===== src/rtl/sdram_cmd_pkg.sv =====
package sdram_cmd_pkg;

  localparam int unsigned NUM_CMD = 8;
  localparam int unsigned B_ACT  = 0;
  localparam int unsigned B_RD   = 1;
  localparam int unsigned B_WR   = 2;
  localparam int unsigned B_PRE  = 3;
  localparam int unsigned B_MRS  = 4;
  localparam int unsigned B_REF  = 5;
  localparam int unsigned B_SREF = 6;
  localparam int unsigned B_BST  = 7;

  typedef enum logic [3:0] {
    K_NOP, K_ACT, K_RD, K_WR, K_PRE, K_MRS, K_REF, K_SREF, K_BST
  } cmd_kind_e;

  function automatic logic [NUM_CMD-1:0] kind_onehot(cmd_kind_e k);
    logic [NUM_CMD-1:0] v;
    v = '0;
    case (k)
      K_ACT:   v[B_ACT]  = 1'b1;
      K_RD:    v[B_RD]   = 1'b1;
      K_WR:    v[B_WR]   = 1'b1;
      K_PRE:   v[B_PRE]  = 1'b1;
      K_MRS:   v[B_MRS]  = 1'b1;
      K_REF:   v[B_REF]  = 1'b1;
      K_SREF:  v[B_SREF] = 1'b1;
      K_BST:   v[B_BST]  = 1'b1;
      default: v = '0;
    endcase
    return v;
  endfunction

endpackage


===== src/rtl/sdram_cmd_decode.sv =====
module sdram_cmd_decode
  import sdram_cmd_pkg::*;
(
  input  logic      cs_ni,
  input  logic      ras_ni,
  input  logic      cas_ni,
  input  logic      we_ni,
  input  logic      cke_i,
  output cmd_kind_e kind_o
);

  logic [2:0] strobes;
  assign strobes = {ras_ni, cas_ni, we_ni};

  always_comb begin
    kind_o = K_NOP;
    if (!cs_ni) begin
      if (cke_i) begin
        case (strobes)
          3'b011:  kind_o = K_ACT;
          3'b101:  kind_o = K_RD;
          3'b100:  kind_o = K_WR;
          3'b010:  kind_o = K_PRE;
          3'b000:  kind_o = K_MRS;
          3'b001:  kind_o = K_REF;
          3'b110:  kind_o = K_BST;
          default: kind_o = K_NOP;
        endcase
      end else if (strobes == 3'b001) begin
        // clock enable low: only self-refresh entry is meaningful
        kind_o = K_SREF;
      end
    end
  end

endmodule


===== src/rtl/sdram_mode_reg.sv =====
module sdram_mode_reg #(
  parameter int unsigned LEN_W = 4
) (
  input  logic             clk_i,
  input  logic             rst_ni,
  input  logic             load_i,
  input  logic [2:0]       lat_code_i,
  input  logic [2:0]       len_code_i,
  input  logic             ilv_i,
  input  logic             single_i,
  output logic             code_ok_o,
  output logic [1:0]       cl_o,
  output logic [LEN_W-1:0] len_o,
  output logic             full_o,
  output logic             single_o
);

  logic       lat_ok, len_ok, is_full;
  logic [1:0] cl_q;
  logic [LEN_W-1:0] len_q;
  logic       full_q, single_q;

  assign lat_ok    = (lat_code_i == 3'b010) || (lat_code_i == 3'b011);
  assign is_full   = (len_code_i == 3'b111);
  assign len_ok    = !len_code_i[2] || (is_full && !ilv_i);
  assign code_ok_o = lat_ok && len_ok;

  always_ff @(posedge clk_i or negedge rst_ni) begin
    if (!rst_ni) begin
      cl_q     <= 2'd3;
      len_q    <= LEN_W'(1);
      full_q   <= 1'b0;
      single_q <= 1'b0;
    end else if (load_i) begin
      cl_q     <= lat_code_i[0] ? 2'd3 : 2'd2;
      len_q    <= LEN_W'(1) << len_code_i[1:0];
      full_q   <= is_full;
      single_q <= single_i;
    end
  end

  assign cl_o     = cl_q;
  assign len_o    = len_q;
  assign full_o   = full_q;
  assign single_o = single_q;


  cl_legal_chk: assert property (@(posedge clk_i) disable iff (!rst_ni)
    cl_q[1] == 1'b1);


  load_ok_chk: assert property (@(posedge clk_i) disable iff (!rst_ni)
    load_i |-> code_ok_o);

endmodule


===== src/rtl/sdram_bank.sv =====
module sdram_bank #(
  parameter int unsigned ROW_W = 11,
  parameter int unsigned CNT_W = 4
) (
  input  logic             clk_i,
  input  logic             rst_ni,
  input  logic             act_i,
  input  logic             pre_i,
  input  logic             ap_i,
  input  logic [CNT_W-1:0] dly_i,
  input  logic [ROW_W-1:0] row_i,
  output logic             open_o,
  output logic             pend_o,
  output logic [ROW_W-1:0] row_o
);

  logic             open_q, pend_q;
  logic [CNT_W-1:0] cnt_q;
  logic [ROW_W-1:0] row_q;

  always_ff @(posedge clk_i or negedge rst_ni) begin
    if (!rst_ni) begin
      open_q <= 1'b0;
      pend_q <= 1'b0;
      cnt_q  <= '0;
      row_q  <= '0;
    end else if (pre_i) begin
      open_q <= 1'b0;
      pend_q <= 1'b0;
    end else if (act_i) begin
      open_q <= 1'b1;
      row_q  <= row_i;
    end else if (ap_i) begin
      pend_q <= 1'b1;
      cnt_q  <= dly_i - CNT_W'(1);
    end else if (pend_q) begin
      if (cnt_q == '0) begin
        open_q <= 1'b0;
        pend_q <= 1'b0;
      end else begin
        cnt_q <= cnt_q - CNT_W'(1);
      end
    end
  end

  assign open_o = open_q;
  assign pend_o = pend_q;
  assign row_o  = row_q;


  ap_close_chk: assert property (@(posedge clk_i) disable iff (!rst_ni)
    (pend_q && cnt_q == '0 && !pre_i) |=> !open_q);


  act_open_chk: assert property (@(posedge clk_i) disable iff (!rst_ni)
    act_i |=> (open_q && row_q == $past(row_i)));


  pend_open_chk: assert property (@(posedge clk_i) disable iff (!rst_ni)
    pend_q |-> open_q);


  pre_close_chk: assert property (@(posedge clk_i) disable iff (!rst_ni)
    pre_i |=> (!open_q && !pend_q));

endmodule


===== src/rtl/sdram_cmd_tracker.sv =====
module sdram_cmd_tracker
  import sdram_cmd_pkg::*;
#(
  parameter int unsigned NUM_BANKS = 2,
  parameter int unsigned ADDR_W    = 11,
  parameter int unsigned COL_W     = 8,
  parameter int unsigned TWR       = 2
) (
  input  logic                          clk_i,
  input  logic                          rst_ni,
  input  logic                          cs_ni,
  input  logic                          ras_ni,
  input  logic                          cas_ni,
  input  logic                          we_ni,
  input  logic                          cke_i,
  input  logic [((NUM_BANKS > 1) ? $clog2(NUM_BANKS) : 1)-1:0] ba_i,
  input  logic [ADDR_W-1:0]             addr_i,
  output logic [NUM_CMD-1:0]            cmd_o,
  output logic [NUM_BANKS-1:0]          bank_open_o,
  output logic [NUM_BANKS*ADDR_W-1:0]   row_o,
  output logic                          err_o
);

  localparam int unsigned BA_W   = (NUM_BANKS > 1) ? $clog2(NUM_BANKS) : 1;
  localparam int unsigned ROW_W  = ADDR_W;
  localparam int unsigned AP_BIT = COL_W;
  localparam int unsigned CNT_W  = $clog2(8 + TWR + 1);

  cmd_kind_e            kind;
  logic                 cke_q;
  logic [NUM_CMD-1:0]   cmd_q;
  logic                 err_q;
  logic [NUM_BANKS-1:0] open_v, pend_v, sel_v, act_g, pre_g, ap_g;
  logic                 all_idle, legal, take, ap_req, mrs_load, code_ok;
  logic [1:0]           cl;
  logic [CNT_W-1:0]     len, cl_w, rd_dly, wr_dly, wlen, ap_dly;
  logic                 full_pg, single_wr;

  sdram_cmd_decode u_dec (
    .cs_ni  (cs_ni),
    .ras_ni (ras_ni),
    .cas_ni (cas_ni),
    .we_ni  (we_ni),
    .cke_i  (cke_i),
    .kind_o (kind)
  );

  assign mrs_load = take && (kind == K_MRS);

  sdram_mode_reg #(.LEN_W(CNT_W)) u_mode (
    .clk_i      (clk_i),
    .rst_ni     (rst_ni),
    .load_i     (mrs_load),
    .lat_code_i (addr_i[6:4]),
    .len_code_i (addr_i[2:0]),
    .ilv_i      (addr_i[3]),
    .single_i   (addr_i[9]),
    .code_ok_o  (code_ok),
    .cl_o       (cl),
    .len_o      (len),
    .full_o     (full_pg),
    .single_o   (single_wr)
  );

  assign all_idle = ~|open_v;

  always_comb begin
    case (kind)
      K_ACT:        legal = !open_v[ba_i];
      K_RD, K_WR:   legal = open_v[ba_i] && !pend_v[ba_i];
      K_MRS:        legal = all_idle && cke_q && code_ok;
      K_REF, K_SREF: legal = all_idle;
      default:      legal = 1'b1;
    endcase
  end

  assign take = legal && (kind != K_NOP);

  // read: last beat at CL+BL-1, close leads it by CL-1 edges
  assign cl_w   = CNT_W'(cl);
  assign rd_dly = (cl_w + len - CNT_W'(1)) - (cl_w - CNT_W'(1));
  assign wlen   = single_wr ? CNT_W'(1) : len;
  assign wr_dly = wlen - CNT_W'(1) + CNT_W'(TWR);
  assign ap_dly = (kind == K_WR) ? wr_dly : rd_dly;
  assign ap_req = addr_i[AP_BIT] &&
                  (((kind == K_RD) && !full_pg) ||
                   ((kind == K_WR) && (single_wr || !full_pg)));

  for (genvar b = 0; b < NUM_BANKS; b++) begin : g_bank
    assign sel_v[b] = (ba_i == BA_W'(b));
    assign act_g[b] = take && (kind == K_ACT) && sel_v[b];
    assign pre_g[b] = take && (kind == K_PRE) && (addr_i[AP_BIT] || sel_v[b]);
    assign ap_g[b]  = take && ((kind == K_RD) || (kind == K_WR)) && sel_v[b] && ap_req;

    sdram_bank #(.ROW_W(ROW_W), .CNT_W(CNT_W)) u_bank (
      .clk_i  (clk_i),
      .rst_ni (rst_ni),
      .act_i  (act_g[b]),
      .pre_i  (pre_g[b]),
      .ap_i   (ap_g[b]),
      .dly_i  (ap_dly),
      .row_i  (addr_i[ROW_W-1:0]),
      .open_o (open_v[b]),
      .pend_o (pend_v[b]),
      .row_o  (row_o[b*ROW_W +: ROW_W])
    );
  end

  always_ff @(posedge clk_i or negedge rst_ni) begin
    if (!rst_ni) begin
      cke_q <= 1'b0;
      cmd_q <= '0;
      err_q <= 1'b0;
    end else begin
      cke_q <= cke_i;
      cmd_q <= take ? kind_onehot(kind) : '0;
      err_q <= (kind != K_NOP) && !legal;
    end
  end

  assign cmd_o       = cmd_q;
  assign err_o       = err_q;
  assign bank_open_o = open_v;


  cmd_onehot_chk: assert property (@(posedge clk_i) disable iff (!rst_ni)
    $onehot0(cmd_o));


  cs_quiet_chk: assert property (@(posedge clk_i) disable iff (!rst_ni)
    cs_ni |=> (cmd_o == '0 && !err_o));


  err_excl_chk: assert property (@(posedge clk_i) disable iff (!rst_ni)
    err_o |-> (cmd_o == '0));


  mrs_idle_chk: assert property (@(posedge clk_i) disable iff (!rst_ni)
    cmd_o[B_MRS] |-> (bank_open_o == '0));


  ref_idle_chk: assert property (@(posedge clk_i) disable iff (!rst_ni)
    (cmd_o[B_REF] || cmd_o[B_SREF]) |-> (bank_open_o == '0));


  act_seen_chk: assert property (@(posedge clk_i) disable iff (!rst_ni)
    cmd_o[B_ACT] |-> (bank_open_o != '0));

endmodule


===== config.mk =====
export PLATFORM = sky130hd
export DESIGN_NAME = sdram_cmd_tracker
export DESIGN_NICKNAME = d
export VERILOG_FILES = /design/src/rtl/sdram_cmd_pkg.sv /design/src/rtl/sdram_cmd_decode.sv /design/src/rtl/sdram_mode_reg.sv /design/src/rtl/sdram_bank.sv /design/src/rtl/sdram_cmd_tracker.sv
export SDC_FILE = /design/constraint.sdc
export NUM_CORES = 1
export LEC_CHECK = 0
export BUFFER_PORTS_ARGS = -buffer_cell sky130_fd_sc_hd__buf_2
export CORE_MARGIN = 5
export CORE_UTILIZATION = 50
export CTS_CLUSTER_SIZE = 10
export DETAILED_ROUTE_END_ITERATION = 16
export PLACE_DENSITY = 0.78
export SLEW_MARGIN = 0
export SYNTH_ARGS = -nofsm -noshare
export SYNTH_HDL_FRONTEND = slang
export SYNTH_HIERARCHICAL = 1
export SYNTH_SLANG_ARGS = --single-unit

===== constraint.sdc =====
create_clock -name clk_i -period 2.75 [get_ports clk_i]
set_input_delay 0.275 -clock clk_i [delete_from_list [all_inputs] [get_ports clk_i]]
set_output_delay 0.275 -clock clk_i [all_outputs]
set_load 0.05 [all_outputs]

==> impl_metrics.tcl, run 1 <==
set metrics [dict create \
    num_vias 2064 \
    required_ps 2970 \
    gp_congestion 0.9077 \
    dp_hpwl_um 4332 \
    r2r_start "u_mode/cl_o[0]$_DFFE_PN1P_" \
    postRouteAntennaNets 0 \
    ys_types 52 \
    grt_max_degree 52 \
    grt_usage_pct 17.60 \
    dp.cells 383 \
    hp-class "in2async" \
    period_share_pct 97.71 \
    power_uw 2235 \
    maxSlewViolCount 0 \
    first_iter_violations 71 \
    worstRegToRegCells 12 \
    cts_tree "done" \
    rrSetupSlack_ps 60 \
    cp_max_fo 4 \
    power.switching_uw 937.7 \
    clkPwrFrac_pct 21.0 \
    critPathLaunch "u_mode/cl_o[0]$_DFFE_PN1P_" \
    layout-drive-gt1-share_pct 46.42 \
    setup.worst_path.start_class "flop" \
    intPower_uw 1297 \
    ir_worst_vdd_v 0.0005512 \
    diodes 0 \
    synth_ff_type "dfrtp_1" \
    drc 0 \
    p_leak_uw 0.001558 \
    yosys.area.top_type_share_pct 44.18 \
    hold_violations 0 \
    die_h_um 84.50 \
    rows 27 \
    fin_skew_ps 11.72 \
    setup.worst_path.end_class "flop" \
    status "complete, no violations" \
    grt_setup_unrepaired "yes" \
    initial_core_util_pct 51.02 \
    wirelength_um 5800 \
    critPathArrivalTime_ps 2910 \
    synth_nets 268 \
    cts_buffers 5 \
    pin_count 52 \
    clk-insertion-delay-late_ps 310 \
    clock_sinks 51 \
    firstDrtPassIters 4 \
    synth_warnings 6 \
    routedWlPerCell_um 14.76 \
    synth_edf_count 0 \
    io_buffers 51 \
    grt_pass1_vias 2265 \
    finalNetCount 346 \
    ctsLongestPathBuffers 2 \
    power_frac_seq_pct 42.0 \
    syn-mean-instance-area_um2 11.47 \
    ys_top_cells_by_area "dfrtp_1 (44%), mux2_2 (9.7%), nor2_1 (3.2%)" \
    cts_max_level 2 \
    relSlewSlack_pct 58.31 \
    dieArea_um2 7140 \
    critPathKind "reg2reg" \
    cts_root_buf "clkbuf_8" \
    finalNonFillerCells 393 \
    period_needed_ps 2687 \
    rr_endpoint "g_bank[1].u_bank/cnt_q[3]$_DFFE_PN0P_" \
    powerDensity_nw_per_um2 647.9 \
    maxCapViolCount 0 \
    synthCells 242 \
    synth-seq-cells 51 \
    p_comb_share_pct 36.9 \
    clk_pin_slew_ps 110 \
    hold_slack_ps 58.04 \
    tightest_slew_ps 625.4 \
    seq_area_frac_synth_pct 46.08 \
    grt_pass1_wl_um 10320 \
    vias_per_cell 5.252 \
    core_um2 5439 \
    synth_top_area_cell "dfrtp_1" \
    antenna_found_initial 0 \
    setup_viol 0 \
    fillers 425 \
    max_freq_mhz 372.1 \
    switching_share_pct 41.95 \
    overflow 0 \
    dieWidth_um 84.50 \
    async_reset_ff_share_pct 100.0 \
    syn2layout_area_growth_pct 24.30 \
    synth_area_um2 2775 \
    cts_hold_buf 0 \
]
==> per-stage QoR <==
stage / cell area (um2) / util (%) / setup TNS, ps / worst slack [ps]
after floorplan: 2779 / - / 0 / 76.16
after global placement: 3258 / 59.90 / -76.01 / -52.65
after detailed placement: 3258 / 59.90 / -369.4 / -187.5
after CTS: 3435 / 63.15 / -34.43 / -34.43
after global routing: 3450 / 63.42 / -53.85 / -36.89
final: 3450 / 63.42 / 0 / 62.89
==> state kept, by name, indices dropped and copies added (netlist names), 2 cells and up <==
signal	cells
g_bank.u_bank/row_o	22
cmd_o	8
g_bank.u_bank/cnt_q	8
u_mode/len_o	4
g_bank.u_bank/open_o	2
g_bank.u_bank/pend_o	2
==> worst max-delay path by stage <==
stage                                                  to  cells past startpoint
floorplan           g_bank[0].u_bank/cnt_q[3]$_DFFE_PN0P_                     12
global placement    g_bank[1].u_bank/cnt_q[3]$_DFFE_PN0P_                     12
detailed placement  g_bank[0].u_bank/cnt_q[3]$_DFFE_PN0P_                     12
CTS                 g_bank[0].u_bank/cnt_q[3]$_DFFE_PN0P_                     12
global route        g_bank[0].u_bank/cnt_q[3]$_DFFE_PN0P_                     12
finish              g_bank[1].u_bank/cnt_q[3]$_DFFE_PN0P_                     12
==> cell type report <==
type | count | area, um2 | share of cell area (%)
clock buffer | 5 | 68.82 | 1.995
multi-input combinational | 171 | 1461 | 42.36
tap | 72 | 90.09 | 2.612
sequential | 51 | 1279 | 37.07
timing repair buffer | 80 | 480.5 | 13.93
inverter | 11 | 41.29 | 1.197
clock inverter | 3 | 28.78 | 0.8342
==> metal layers <==
layer  routed length, um  up-vias  track usage [%]
met5                   0        -                0
met4                  65        0            5.468
met3                 266        7            3.631
met2                2893       44            28.75
met1                2573     1006            23.55
li1                    -     1007                -
==> power by group through the flow <==
stage	Sequential [uW]	Clock, uW	Combinational [uW]
after floorplan	1360	0	186
after global routing	958	519	873
final	939	470	825
after detailed placement	951	0	810
after CTS	940	482	826
after global placement	944	0	800
==> kinds of logic (layout without fill, tap and decap cells) <==
logic type      after synthesis  count (layout)  share of synthesized area, %
fa+ha+maj                     7               7                         3.426
mux                          36              36                         14.79
compound gates               40              40                         10.23
xor+xnor                     11              11                         3.472
simple gates                 76              76                         17.90
flops                        51              51                         46.08
buf+inv                      20              99                         3.967
other cells                   1               1                        0.1351
==> worst max-delay path: stages (launching register included) <==
cell and delay (ps):
dfstp_2 550, inv_2 40, ha_4 210, xnor2_2 130
xnor2_1 130, ha_2 180, fa_2 550, nor2_4 40
a21oi_4 250, nor4b_4 80, a21oi_2 130, xnor2_1 90
a211oi_2 210
==> synthesized netlist by cell type (2+ instances only) <==
master,count
buf_6,3
inv_2,2
clkbuf_1,2
and3b_4,2
mux2_2,24
o21ai_0,13
nor2_4,2
nand2b_1,5
nor2b_1,4
nand2_1,8
ha_1,6
o31ai_1,2
nand3_1,2
xor2_1,4
dfstp_2,2
nand4b_1,3
nor4b_4,2
nand3b_1,4
a21oi_1,4
nor3b_1,4
buf_4,3
nor2_2,2
a32oi_1,2
mux2_4,4
nor2_1,24
mux2i_1,8
a211oi_1,4
a21oi_2,2
o21ai_4,2
o21a_1,3
nor3_1,4
nand4_1,2
inv_1,9
xnor2_1,7
a31oi_1,2
a311oi_1,2
dfrtp_1,49
==> layout by cell type (no fill, tap or decap), types with 4 or more instances in the layout <==
cell      count
nor3b_1       4
nor2b_1       4
mux2i_1       8
nand2b_1      5
xnor2_1       5
nor3_1        4
clkbuf_8      5
ha_1          4
inv_1         8
mux2_4        4
mux2_2       24
dfrtp_1      49
nand3b_1      4
buf_4        27
o21ai_0      10
nor2_1       23
buf_2        51
nand2_1       8
==> repair_timing <==
action / in CTS / in global routing
endpoints found under the setup margin: 2 / 4
cloned: 0 / 0
pin swaps: 10 / 8
gates resized for setup: 12 / 5
setup buffers: 2 / 0
(Power assumes the default switching activity.)
==> run 2, diff against run 1 <==
--- a/config.mk
+++ b/config.mk
@@ -7,12 +7,11 @@
 export LEC_CHECK = 0
 export BUFFER_PORTS_ARGS = -buffer_cell sky130_fd_sc_hd__buf_2
 export CORE_MARGIN = 5
-export CORE_UTILIZATION = 50
+export CORE_UTILIZATION = 30
 export CTS_CLUSTER_SIZE = 10
 export DETAILED_ROUTE_END_ITERATION = 16
-export PLACE_DENSITY = 0.78
+export PLACE_DENSITY = 0.52
 export SLEW_MARGIN = 0
 export SYNTH_ARGS = -nofsm -noshare
 export SYNTH_HDL_FRONTEND = slang
-export SYNTH_HIERARCHICAL = 1
 export SYNTH_SLANG_ARGS = --single-unit
==> impl_metrics.tcl, run 2 <==
set metrics [dict create \
    p_leak_uw 0.001501 \
    overflow 0 \
    synth_top_area_cell "dfrtp_1" \
    cp_max_fo 7 \
    io_buffers 51 \
    dp_hpwl_um 4664 \
    power_uw 2663 \
    clk_pin_slew_ps 100 \
    cts_buffers 5 \
    hp-class "in2reg" \
    num_vias 1960 \
    syn-mean-instance-area_um2 10.90 \
    ir_worst_vdd_v 0.0003984 \
    yosysMostFrequentCell "dfrtp_1" \
    crit_chain "or4_4 > a2111oi_4 > a211oi_2 > and2_1 > nor4_4 > mux2i_1" \
    rows 34 \
    critPathKind "reg2reg" \
    pre_cts_ws_ps 185.4 \
    routedWlPerCell_um 15.00 \
    vias_per_cell 4.840 \
    grt_max_degree 28 \
    firstDrtPassIters 4 \
    yosys.area.top_type_share_pct 46.87 \
    mostFrequentLayoutCells "buf_2 (51), dfrtp_1 (49), nand2_1 (27)" \
    dieArea_um2 10690 \
    setup.worst_path.end_class "flop" \
    period_needed_ps 2436 \
    wirelength_um 6073 \
    grt_usage_pct 12.28 \
    cts_root_buf "clkbuf_8" \
    syn2layout_area_growth_pct 20.04 \
    seq_area_frac_synth_pct 48.88 \
    layout-drive-gt1-share_pct 31.99 \
    status "complete, no violations" \
    ctsLongestPathBuffers 2 \
    synthCells 240 \
    synth-seq-cells 51 \
    largest_reg_flops 22 \
    diodes 0 \
    antenna_found_initial 0 \
    period_share_pct 88.59 \
    ys_top_cells_by_area "dfrtp_1 (47%), mux2_2 (9.5%), nand2_1 (3.9%)" \
    cts_tree "done" \
    synth_ff_type "dfrtp_1" \
    finalNetCount 322 \
    setup.worst_path.start_class "flop" \
    cts_max_level 2 \
    first_iter_violations 46 \
    drc 0 \
    pin_count 52 \
    synth_area_um2 2616 \
    synth_edf_count 0 \
    max_freq_mhz 410.5 \
    crit_family "simple AND/OR/NAND/NOR gates" \
    maxSlewViolCount 0 \
    postCtsSetupBuffers 0 \
    fin_skew_ps 9.440 \
    synth_common_cells "dfrtp_1 (49), nand2_1 (27), mux2_2 (22)" \
    setup_tns_ps 0 \
    initial_core_util_pct 30.45 \
    clk-insertion-delay-late_ps 300 \
    required_ps 2970 \
    critPathBufInv 0 \
    powerDensity_nw_per_um2 848.1 \
    setup_viol 0 \
    synth_warnings 0 \
    grt_setup_unrepaired "no" \
    tightest_slew_ps 553.0 \
    clock_sinks 51 \
    cts_resized 0 \
    gp_congestion 0.7934 \
    critPathArrivalTime_ps 2650 \
    die_h_um 103.4 \
    postRouteAntennaNets 0 \
    grt_pass1_wl_um 10270 \
    core_um2 8593 \
    dieWidth_um 103.4 \
    grt_pass1_vias 1971 \
    ys_types 51 \
    layout_commonest_cell "buf_2" \
    synth_nets 266 \
    relSlewSlack_pct 63.13 \
    async_reset_ff_share_pct 100.0 \
    fin_ws_ps 313.7 \
    hold_violations 0 \
    max_stage_delay_ps 530 \
    maxCapViolCount 0 \
    crit_slowest_cell "or4_4" \
]
## run 2: final timing paths
kind                       slack [ps]                                    end  cells past startpoint                           startpoint
min in group asynchronous         490  g_bank[0].u_bank.row_o[5]$_DFFE_PN0P_                      2                               rst_ni
min                               160                        cke_q$_DFF_PN0_                      1                                cke_i
max reg2reg                       310  g_bank[1].u_bank.cnt_q[2]$_DFFE_PN0P_                      6  g_bank[1].u_bank.open_o$_DFFE_PN0P_
max in group asynchronous        1450             u_mode.cl_o[0]$_DFFE_PN1P_                      3                               rst_ni
min reg2reg                       460             u_mode.cl_o[0]$_DFFE_PN1P_                      2           u_mode.cl_o[0]$_DFFE_PN1P_
max                               310  g_bank[1].u_bank.cnt_q[2]$_DFFE_PN0P_                      6  g_bank[1].u_bank.open_o$_DFFE_PN0P_
## run 2: per-layer routing
layer | vias to the layer above | GRT usage (%) | part of all wire [%]
li1 | 962 | - | -
met1 | 964 | 17.16 | 49
met2 | 32 | 19.66 | 47
met3 | 2 | 2.347 | 3.3
met4 | 0 | 2.988 | 0.44
met5 | - | 0 | 0
## run 2: timing repair
item / 4_1_cts / 5_1_grt
hold buffers: 1 / 0
endpoints found under the hold margin: 24 / 0
setup endpoints to repair: 0 / 1
## run 2: cells by family after synthesis
logic type	Yosys count	share of synthesized area (%)
and+or+nand+nor	84	17.60
xor gates and xnor gates	8	2.678
adders and majority gates	7	3.348
AOI/OAI and AO/OA	37	10.57
DFF	51	48.88
buffers and inverters	21	3.634
muxes	32	13.30
## run 2: area by class of cell
type	instances	area (um2)
fillers	878	5453
flip-flops and latches	51	1279
multi-input cells	168	1242
repair buffers	57	302.8
well taps	108	135.1
clock buffers	6	72.57
clock inverters	2	60.06
inverters	13	48.80
## run 2: report_power, final
group	leakage, uW	total (uW)	switching [uW]	internal [uW]
Sequential	0.000653	1080	149	927
Clock	0.0000654	607	243	364
Combinational	0.000782	981	653	327
Total	0.00150	2660	1050	1620
## run 2: metrics by stage
stage / utilization, % / hold slack [ps] / cell area (um2) / std cells
final: 36.55 / 159.9 / 3141 / 405
after detailed placement: 34.89 / 298.5 / 2998 / 396
after global placement: 34.89 / 295.1 / 2998 / 396
after CTS: 36.55 / 149.9 / 3141 / 405
after floorplan: - / -20.59 / 2616 / 240
after global routing: 36.55 / 139.5 / 3141 / 405
